### src/rtl/v86e_pkg.sv
package v86e_pkg;
  typedef enum logic [2:0] {ST_IDLE, ST_CHK, ST_PUSH, ST_UPD, ST_GO} v86e_st_e;
  typedef enum logic [1:0] {GC_ENTER, GC_TASK, GC_FAULT} v86e_cls_e;

  localparam logic [3:0] GT_TASK   = 4'h5;
  localparam logic [3:0] GT_INT32  = 4'hE;
  localparam logic [3:0] GT_TRAP32 = 4'hF;

  localparam int FL_TF = 8;
  localparam int FL_IF = 9;
  localparam int FL_NT = 14;
  localparam int FL_RF = 16;
  localparam int FL_VM = 17;

  localparam int NPUSH = 9;
endpackage

### src/rtl/v86e_gate_chk.sv
module v86e_gate_chk
  import v86e_pkg::*;
#(
  parameter int GTW = 4,
  parameter int PLW = 2
) (
  input  logic [GTW-1:0] gate_type,
  input  logic           tgt_conf,
  input  logic [PLW-1:0] tgt_dpl,
  output v86e_cls_e      cls,
  output logic           is_int
);
  logic is_task, is_trap_int, seg_ok;

  always_comb begin
    is_task     = (gate_type == GTW'(GT_TASK));
    is_int      = (gate_type == GTW'(GT_INT32));
    is_trap_int = is_int || (gate_type == GTW'(GT_TRAP32));
    seg_ok      = !tgt_conf && (tgt_dpl == '0);
    if (is_task)                   cls = GC_TASK;
    else if (is_trap_int && seg_ok) cls = GC_ENTER;
    else                           cls = GC_FAULT;
  end
endmodule

### src/rtl/v86e_push_mux.sv
module v86e_push_mux
  import v86e_pkg::*;
#(
  parameter int DW   = 32,
  parameter int SELW = 16,
  parameter int IW   = 4
) (
  input  logic [IW-1:0]   idx,
  input  logic [SELW-1:0] gs,
  input  logic [SELW-1:0] fs,
  input  logic [SELW-1:0] ds,
  input  logic [SELW-1:0] es,
  input  logic [SELW-1:0] ss,
  input  logic [DW-1:0]   esp,
  input  logic [DW-1:0]   eflags,
  input  logic [SELW-1:0] cs,
  input  logic [DW-1:0]   eip,
  output logic [DW-1:0]   word
);
  localparam int NSEG = 5;
  logic [SELW-1:0] segs  [NSEG];
  logic [DW-1:0]   words [NPUSH];

  assign segs[0] = gs;
  assign segs[1] = fs;
  assign segs[2] = ds;
  assign segs[3] = es;
  assign segs[4] = ss;

  for (genvar g = 0; g < NSEG; g++) begin : g_seg
    assign words[g] = {{(DW-SELW){1'b0}}, segs[g]};
  end
  assign words[5] = esp;
  assign words[6] = eflags;
  assign words[7] = {{(DW-SELW){1'b0}}, cs};
  assign words[8] = eip;

  always_comb begin
    word = '0;
    for (int k = 0; k < NPUSH; k++)
      if (idx == IW'(k)) word = words[k];
  end
endmodule

### src/rtl/v86e_top.sv
module v86e_top
  import v86e_pkg::*;
#(
  parameter int AW   = 32,
  parameter int DW   = 32,
  parameter int SELW = 16,
  parameter int PLW  = 2,
  parameter int GTW  = 4
) (
  input  logic            clk,
  input  logic            rst_n,
  input  logic            start,
  input  logic [GTW-1:0]  gate_type,
  input  logic [SELW-1:0] tgt_sel,
  input  logic            tgt_conf,
  input  logic [PLW-1:0]  tgt_dpl,
  input  logic [DW-1:0]   cur_eip,
  input  logic [SELW-1:0] cur_cs,
  input  logic [DW-1:0]   cur_eflags,
  input  logic [DW-1:0]   cur_esp,
  input  logic [SELW-1:0] cur_ss,
  input  logic [SELW-1:0] cur_ds,
  input  logic [SELW-1:0] cur_es,
  input  logic [SELW-1:0] cur_fs,
  input  logic [SELW-1:0] cur_gs,
  input  logic [AW-1:0]   stk0_ptr,
  output logic            busy,
  output logic            done,
  output logic            mode_sw,
  output logic            wr_en,
  output logic [AW-1:0]   wr_addr,
  output logic [DW-1:0]   wr_data,
  output logic            seg_clr,
  output logic            flags_wr,
  output logic [DW-1:0]   flags_new,
  output logic [AW-1:0]   esp_new,
  output logic            hdl_start,
  output logic            gp_fault,
  output logic [SELW-1:0] gp_err,
  output logic            task_req
);
  localparam int IW = $clog2(NPUSH + 1);
  localparam logic [AW-1:0] WB = AW'(DW / 8);

  v86e_st_e st_q, st_d;
  logic [IW-1:0]   idx_q, idx_d;
  logic [AW-1:0]   ptr_q, ptr_d;
  logic            cap_en, step_en;

  logic [GTW-1:0]  gt_q;
  logic [SELW-1:0] sel_q, cs_q, ss_q, ds_q, es_q, fs_q, gs_q;
  logic            conf_q;
  logic [PLW-1:0]  dpl_q;
  logic [DW-1:0]   eip_q, fl_q, esp_q;

  v86e_cls_e cls;
  logic      is_int;
  logic [DW-1:0] clr_mask;

  v86e_gate_chk #(.GTW(GTW), .PLW(PLW)) u_gchk (
    .gate_type(gt_q), .tgt_conf(conf_q), .tgt_dpl(dpl_q),
    .cls(cls), .is_int(is_int)
  );

  v86e_push_mux #(.DW(DW), .SELW(SELW), .IW(IW)) u_mux (
    .idx(idx_q), .gs(gs_q), .fs(fs_q), .ds(ds_q), .es(es_q), .ss(ss_q),
    .esp(esp_q), .eflags(fl_q), .cs(cs_q), .eip(eip_q), .word(wr_data)
  );

  // next state
  always_comb begin
    cap_en  = (st_q == ST_IDLE) && start;
    step_en = (st_q == ST_PUSH);
    st_d    = st_q;
    case (st_q)
      ST_IDLE: if (start) st_d = ST_CHK;
      ST_CHK:  st_d = (cls == GC_ENTER) ? ST_PUSH : ST_IDLE;
      ST_PUSH: if (idx_q == IW'(NPUSH - 1)) st_d = ST_UPD;
      ST_UPD:  st_d = ST_GO;
      ST_GO:   st_d = ST_IDLE;
      default: st_d = ST_IDLE;
    endcase
    idx_d = cap_en ? '0 : (step_en ? idx_q + IW'(1) : idx_q);
    ptr_d = cap_en ? stk0_ptr : (step_en ? ptr_q - WB : ptr_q);
  end

  // sequencing registers
  always_ff @(posedge clk or negedge rst_n) begin
    if (!rst_n) begin
      st_q  <= ST_IDLE;
      idx_q <= '0;
      ptr_q <= '0;
    end else begin
      st_q <= st_d;
      if (cap_en || step_en) begin
        idx_q <= idx_d;
        ptr_q <= ptr_d;
      end
    end
  end

  // context capture
  always_ff @(posedge clk or negedge rst_n) begin
    if (!rst_n) begin
      gt_q <= '0; sel_q <= '0; conf_q <= 1'b0; dpl_q <= '0;
      eip_q <= '0; cs_q <= '0; fl_q <= '0; esp_q <= '0;
      ss_q <= '0; ds_q <= '0; es_q <= '0; fs_q <= '0; gs_q <= '0;
    end else if (cap_en) begin
      gt_q <= gate_type; sel_q <= tgt_sel; conf_q <= tgt_conf; dpl_q <= tgt_dpl;
      eip_q <= cur_eip; cs_q <= cur_cs; fl_q <= cur_eflags; esp_q <= cur_esp;
      ss_q <= cur_ss; ds_q <= cur_ds; es_q <= cur_es; fs_q <= cur_fs; gs_q <= cur_gs;
    end
  end

  // outputs
  always_comb begin
    clr_mask = '0;
    clr_mask[FL_VM] = 1'b1;
    clr_mask[FL_RF] = 1'b1;
    clr_mask[FL_NT] = 1'b1;
    clr_mask[FL_TF] = 1'b1;
    clr_mask[FL_IF] = is_int;

    busy      = (st_q != ST_IDLE);
    mode_sw   = (st_q == ST_CHK) && (cls == GC_ENTER);
    gp_fault  = (st_q == ST_CHK) && (cls == GC_FAULT);
    task_req  = (st_q == ST_CHK) && (cls == GC_TASK);
    done      = ((st_q == ST_CHK) && (cls != GC_ENTER)) || (st_q == ST_GO);
    gp_err    = sel_q;
    wr_en     = (st_q == ST_PUSH);
    wr_addr   = ptr_q - WB;
    seg_clr   = (st_q == ST_UPD);
    flags_wr  = (st_q == ST_UPD);
    flags_new = fl_q & ~clr_mask;
    esp_new   = ptr_q;
    hdl_start = (st_q == ST_GO);
  end
endmodule

### config.mk
export PLATFORM = sky130hd
export DESIGN_NAME = v86e_top
export DESIGN_NICKNAME = d
export VERILOG_FILES = /design/src/rtl/v86e_pkg.sv /design/src/rtl/v86e_gate_chk.sv /design/src/rtl/v86e_push_mux.sv /design/src/rtl/v86e_top.sv
export SDC_FILE = /design/constraint.sdc
export NUM_CORES = 1
export LEC_CHECK = 0
export BUFFER_PORTS_ARGS = -buffer_cell sky130_fd_sc_hd__buf_2
export CELL_PAD_IN_SITES_DETAIL_PLACEMENT = 2
export CELL_PAD_IN_SITES_GLOBAL_PLACEMENT = 2
export CORE_MARGIN = 5
export CORE_UTILIZATION = 29
export DETAILED_ROUTE_END_ITERATION = 8
export PLACE_DENSITY = 0.92
export SETUP_SLACK_MARGIN = 0.3
export SLEW_MARGIN = 20
export SYNTH_ARGS = -nofsm -noshare
export SYNTH_HDL_FRONTEND = slang
export SYNTH_SLANG_ARGS = --single-unit
### constraint.sdc
create_clock -name clk -period 2.45 [get_ports clk]
set_input_delay 0.1225 -clock clk [delete_from_list [all_inputs] [get_ports clk]]
set_output_delay 0.1225 -clock clk [all_outputs]
set_load 0.005 [all_outputs]
==> out/qor.yml, run 1 <==
status: "finished with violations"
failed_checks: "setup timing"
post_synth_main_area_contributors: "dfrtp_1 52%, nand2_1 22%, clkbuf_1 2.6%"
p_per_area_nw_per_um2: 745.3
start_kind: "flop"
hold_path_class: "input pin to asynchronous set/reset pin"
swShare_pct: 37.84
avgSynthCellArea_um2: 8.383
clk_pin_slew_worst_paths_ps: 70
p_leak_nw: 10.57
ys_seq_area_share_pct: 52.15
place_congestion: 0.8799
dpl_cell_area_um2: 14750
worstPathArrival_ps: 3200
most-common-layout-cells: "700 x nand2_1, 396 x buf_2, 249 x dlygate4sd3_1, 246 x dfrtp_1, 75 x buf_4"
vias: 15510
grt_use_total_pct: 33.74
worst_pin_slew_ps: 672.7
p_total_mw: 15.71
routed_wl_um: 93690
numCtsBuffers: 34
clk_path_buf_depth: 3
drtIter0Drc: 1173
setup_tns_ps: -22120
finalNonFillerCells: 2747
ys_types: 56
worst_ep_required_time_ps: 2330
drive_gt1_share_pct: 36.33
core_um2: 41760
final_common_cell: "nand2_1"
clockRootBuffer: "clkbuf_16"
worstSkewPairLatency_ps: 560
antenna_left: 0
ys_seq_elements: 254
synth_top_area_cell: "dfrtp_1"
synth_area_um2: 12190
clock_sinks: 254
finalSetupViolCount: 70
hold-worst-slack_ps: 93.38
start_util_pct: 29.19
firstDrtPassIters: 5
power_frac_clock_pct: 34.1
dp.cells: 2308
nets: 2426
min_period_ps: 3319
design_area_um2: 21080
post_drt_wl_per_cell_um: 34.11
slew_violations: 0
port_buffers: 398
place_hpwl_um: 39590
seqPwrFrac_pct: 38.2
dieWidth_um: 215.0
grt_overflow: 0
peakVddDrop_mv: 0.4424
slew_headroom_pct: 55.15
cts_tree: "built"
final.fill_count: 4361
clock_skew_ps: 20.64
rsz0062_at_grt: "true"
dieArea_um2: 46230
yosysWarnings: 0
finalCritPeriodShare_pct: 135.5
syn_to_final_growth_pct: 72.92
end_kind: "output port"
synth_edf_count: 0
ios: 403
synth_top_area_share_pct: 52.15
rows: 75
crit_type: "flop to output port"
p_int_mw: 9.764
timing.fmax_mhz: 301.3
drc: 0
grt_max_degree: 221
synthCells: 1454
die_h_um: 215.0
crit_fanout: 5
yosys_most_used_dff: "dfrtp_1"
first_global_vias: 17200
antenna_found_initial: 15
cts_max_level: 2
power.switching_mw: 5.945
hold_viol_final: 0
max_cap_violations: 0
ys_async_sr_fraction_pct: 100.0
viasPerCell: 5.645
grt_pass1_wl_um: 118700
combPwrFrac_pct: 27.7
fin_ws_ps: -869.2
stage by stage:
step	util (%)	setup slack (ps)
after global placement	35.31	79.06
final	50.47	-869.2
after floorplan	-	301.6
after detailed placement	35.31	-54.50
after CTS	47.00	-339.6
after global routing	50.46	-897.9
state kept, by name, indices dropped and copies added (netlist names), 16 cells and up:
name and count:
esp_q 32, ds_q 16, esp_new 32, gp_err 16, cs_q 16, gs_q 16, fl_q 32, ss_q 16
eip_q 32, fs_q 16, es_q 16
worst max-delay path, cell delays in order, from the launching register on:
cell,delay [ps]
dfrtp_1,410
buf_6,150
ha_4,180
nor4bb_4,180
buf_4,200
clkbuf_16,150
a221o_1,410
a221oi_2,550
buf_4,240
nor2_4,40
buf_6,130
layer usage:
| layer | global-route usage [%] | wire (um) |
|---|---|---|
| met5 | 0 | 0 |
| met4 | 19.35 | 8221 |
| met3 | 7.810 | 6569 |
| met2 | 61.38 | 47260 |
| met1 | 35.80 | 31640 |
path summary, 6_finish.rpt:
check | start | to | slack (ps) | cells after the start
setup / recovery | idx_q[0]$_DFFE_PN0N_ | wr_data[10] | -870 | 10
hold / removal | rst_n | cs_q[9]$_DFFE_PN0P_ | 90 | 2
setup reg to reg | esp_new[3]$_DFFE_PN0N_ | esp_new[24]$_DFFE_PN0N_ | -320 | 9
hold reg to reg | eip_q[17]$_DFFE_PN0P_ | eip_q[17]$_DFFE_PN0P_ | 490 | 2
max in group asynchronous | rst_n | idx_q[1]$_DFFE_PN0N_ | 1450 | 3
min in group clk | cur_esp[30] | esp_q[30]$_DFFE_PN0P_ | 310 | 4
power groups by stage:
stage,Clock [mW],Sequential [mW],Combinational [mW]
after floorplan,0,5.37,1.40
after global placement,0,5.63,2.43
after detailed placement,0,5.68,2.58
after CTS,5.16,5.67,3.34
after global routing,5.55,6.00,4.51
final,5.36,5.99,4.35
synthesized netlist by cell type, types with 2 or more instances:
library cell / count
or4_4: 2
nor2_1: 41
xnor2_1: 13
nand2b_1: 4
a22oi_1: 20
nand3_1: 9
or3_1: 5
dfrtp_1: 254
mux2i_1: 2
xor2_1: 17
ha_1: 5
or4_1: 2
nor4bb_1: 3
nor4_4: 2
nor4_1: 8
o311ai_0: 6
o31ai_1: 16
nor3b_1: 4
a21oi_1: 5
nor3_1: 14
o21ai_0: 38
inv_1: 8
clkbuf_1: 86
nor2b_1: 19
and2_1: 2
a221o_1: 29
buf_2: 10
nand2_1: 712
buf_4: 34
a31oi_1: 2
nand4_1: 4
a21o_1: 5
a22o_1: 2
o22ai_1: 16
and3b_1: 2
a221oi_1: 32
nand3b_1: 2
layout make-up:
class | instances | area, um2 | share of cell area [%]
repair buffers | 809 | 6365 | 30.20
clock inverters | 8 | 112.6 | 0.5343
multi-input cells | 1064 | 6507 | 30.87
clock buffers | 51 | 984.7 | 4.672
diodes | 14 | 35.03 | 0.1662
flip-flops and latches | 254 | 6366 | 30.20
inverters | 8 | 32.53 | 0.1543
well taps | 539 | 674.4 | 3.200
repair_timing:
action                                  CTS  global route
endpoints found under the setup margin   84           115
pin swaps                                52            76
hold endpoints to repair                499             0
hold buffers                            249             0
resized for setup                       171           181
buffers inserted                         56            50
cloned                                    5             6
logic make-up (layout without fill, tap and decap cells):
family                     Yosys count  in the layout  share of synthesized area (%)
DFF                                254            254                          52.15
other                                1             18                        0.03076
xor gates and xnor gates            30             30                          2.156
adders and majority gates            5              5                         0.5132
buffers and inverters              140            876                          5.522
and+or+nand+nor                    845            846                          28.57
AOI/OAI and AO/OA                  177            177                          10.90
muxes                                2              2                         0.1642
No activity file was read; power rests on OpenSTA's default activity.
==> inputs of run 2 (changes only) <==
Settings changed: CELL_PAD_IN_SITES_DETAIL_PLACEMENT 2 to 1, CELL_PAD_IN_SITES_GLOBAL_PLACEMENT 2 to 1, CORE_ASPECT_RATIO from default to 0.6, CORE_UTILIZATION 29 to 37.
==> run 2 against run 1 <==
The run still ends with setup timing left. Sequential power shrank 4.0%. Setup slack better by 260 ps. Hold slack improved by 29 ps. Clock power is 13% lower. Die area decreased by 20%. Register-to-register slack improved by 30 ps. Final area down 3.1%. Count of clock-buffer cells in the layout down 13. Via count grew 1.1%. Critical path type unchanged.
==> out/qor.yml, run 2 (same netlist as run 1, synthesis figures left out) <==
first_global_vias: 16440
timing.rr.start: "esp_new[2]$_DFFE_PN0N_"
finalSetupViolCount: 71
worstSkewPairLatency_ps: 560
crit_top_cell: "buf_6"
core_um2: 32480
vias: 15680
design_area_um2: 20430
drive_gt1_share_pct: 34.89
most-common-layout-cells: "703 x nand2_1, 394 x buf_2, 249 x dlygate4sd3_1, 248 x dfrtp_1, 86 x buf_4"
crit_fanout: 6
path_cells: "nor3_2 -> nand4_1 -> buf_6 -> buf_12 -> buf_6 -> nor2_4 -> xor2_2 -> buf_2"
min_period_ps: 3063
critPathMaxStageDelay_ps: 510
crit_type: "flop to output port"
post-place-ws_ps: -97.98
grt_use_total_pct: 35.62
antenna_left: 0
routed_wl_um: 79180
place_hpwl_um: 35840
worst_pin_slew_ps: 1094
hold_viol_final: 0
dieArea_um2: 36790
p_leak_nw: 10.39
worst_ep_required_time_ps: 2330
failed_checks: "setup timing"
firstDrtPassIters: 5
final-seq-area_um2: 6364
status: "finished with violations"
drtIter0Drc: 1682
r2r_slack_ps: -290
clk_path_buf_depth: 3
nets: 2417
drc: 0
numCtsBuffers: 27
final_common_cell: "nand2_1"
port_buffers: 398
fin_ws_ps: -613.2
cts_max_level: 1
r2r.worst_path.cells: 11
rsz0062_at_grt: "true"
multi_input_area_um2: 6306
clock_sinks: 254
hold_path_class: "input pin to asynchronous set/reset pin"
grt_overflow: 0
worstPathArrival_ps: 2940
finalNonFillerCells: 2622
crit_family: "simple AND/OR/NAND/NOR gates"
clock_skew_ps: 15.78
max_cap_violations: 0
grt_max_degree: 169
dpl_cell_area_um2: 14690
ios: 403
start_util_pct: 37.53
r2r-end: "esp_new[19]$_DFFE_PN0N_"
viasPerCell: 5.981
cts_tree: "built"
start_kind: "flop"
crit_slowest_cell: "dfrtp_1"
peakVddDrop_mv: 0.6877
dieWidth_um: 244.3
slew_headroom_pct: 26.29
crit_start: "esp_new[8]$_DFFE_PN0N_"
slew_violations: 0
worstSetupPathDepth: 8
end_kind: "output port"
timing.fmax_mhz: 326.5
grt_pass1_wl_um: 101400
finalCritPeriodShare_pct: 125.0
p_per_area_nw_per_um2: 715.1
clk_pin_slew_worst_paths_ps: 80
syn_to_final_growth_pct: 67.65
die_h_um: 150.6
post_drt_wl_per_cell_um: 30.20
clockRootBuffer: "clkbuf_16"
rows: 51
dp.cells: 2206
place_congestion: 0.9179
path_buf_inv: 4
cp-endpoint: "wr_addr[26]"
antenna_found_initial: 23
final.fill_count: 3662
==> run 2: changes by cell type in the layout (fill, tap and decap cells not counted), sizes merged <==
| cell | delta |
|---|---|
| nand2 | -1 |
| bufbuf | -1 |
| bufinv | +2 |
| diode | +3 |
| clkbuf | -15 |
| buf | +2 |
| inv | -2 |
| clkinv | +2 |
==> run 2: worst min path at each step <==
stage / from / slack, ps / cells after the start / end
global route: rst_n / 170 / 2 / cs_q[0]$_DFFE_PN0P_
CTS: rst_n / 150 / 2 / cs_q[0]$_DFFE_PN0P_
detailed placement: rst_n / 130 / 1 / cs_q[0]$_DFFE_PN0P_
floorplan: rst_n / -170 / 0 / conf_q$_DFFE_PN0P_
global placement: rst_n / 120 / 1 / cs_q[0]$_DFFE_PN0P_
finish: rst_n / 120 / 2 / cs_q[0]$_DFFE_PN0P_
==> run 2: final cells by class <==
class	count	share of cell area, %
clock inverters	10	0.7715
multi-input cells	1063	30.86
inverters	8	0.1592
clock buffers	38	3.802
diodes	17	0.2082
repair buffers	808	30.46
flip-flops and latches	254	31.14
well taps	424	2.596
==> run 2: worst register-to-register path, delay by kind of cell, from the launching register on <==
family	cells	cell delay, ps
simple gates	3	790
flops	1	460
compound gates	2	450
buf+inv	6	910
==> run 2: timing repair <==
item | in CTS | in global routing
gates cloned | 3 | 3
gates resized for setup | 190 | 119
pin swaps | 56 | 46
hold buffers | 249 | 0
buffers inserted | 60 | 36
endpoints found under the hold margin | 315 | 0
setup endpoints to repair | 77 | 108
==> run 2: report_power, final <==
group          internal, mW  total (mW)  switching [mW]
Combinational          1.82        4.20            2.38
Clock                  2.64        4.66            2.02
Sequential             4.90        5.75           0.859
==> run 2: stage by stage <==
stage,util [%],hold slack (ps),power [mW],setup TNS [ps]
finish,62.91,122.3,14.61,-22420
global route,62.91,171.6,14.98,-25570
CTS,60.00,151.9,13.38,-7316
detailed placement,45.22,126.7,8.146,-155.3
global placement,45.22,121.3,7.972,0
floorplan,-,-173.1,6.769,0
==> run 2: layer usage <==
layer	track usage, %	vias up	wire length, um
li1	-	6189	-
met5	0	-	87
met3	7.754	480	7529
met1	41.22	7706	27510
met4	18.12	12	6224
met2	63.02	1294	37830
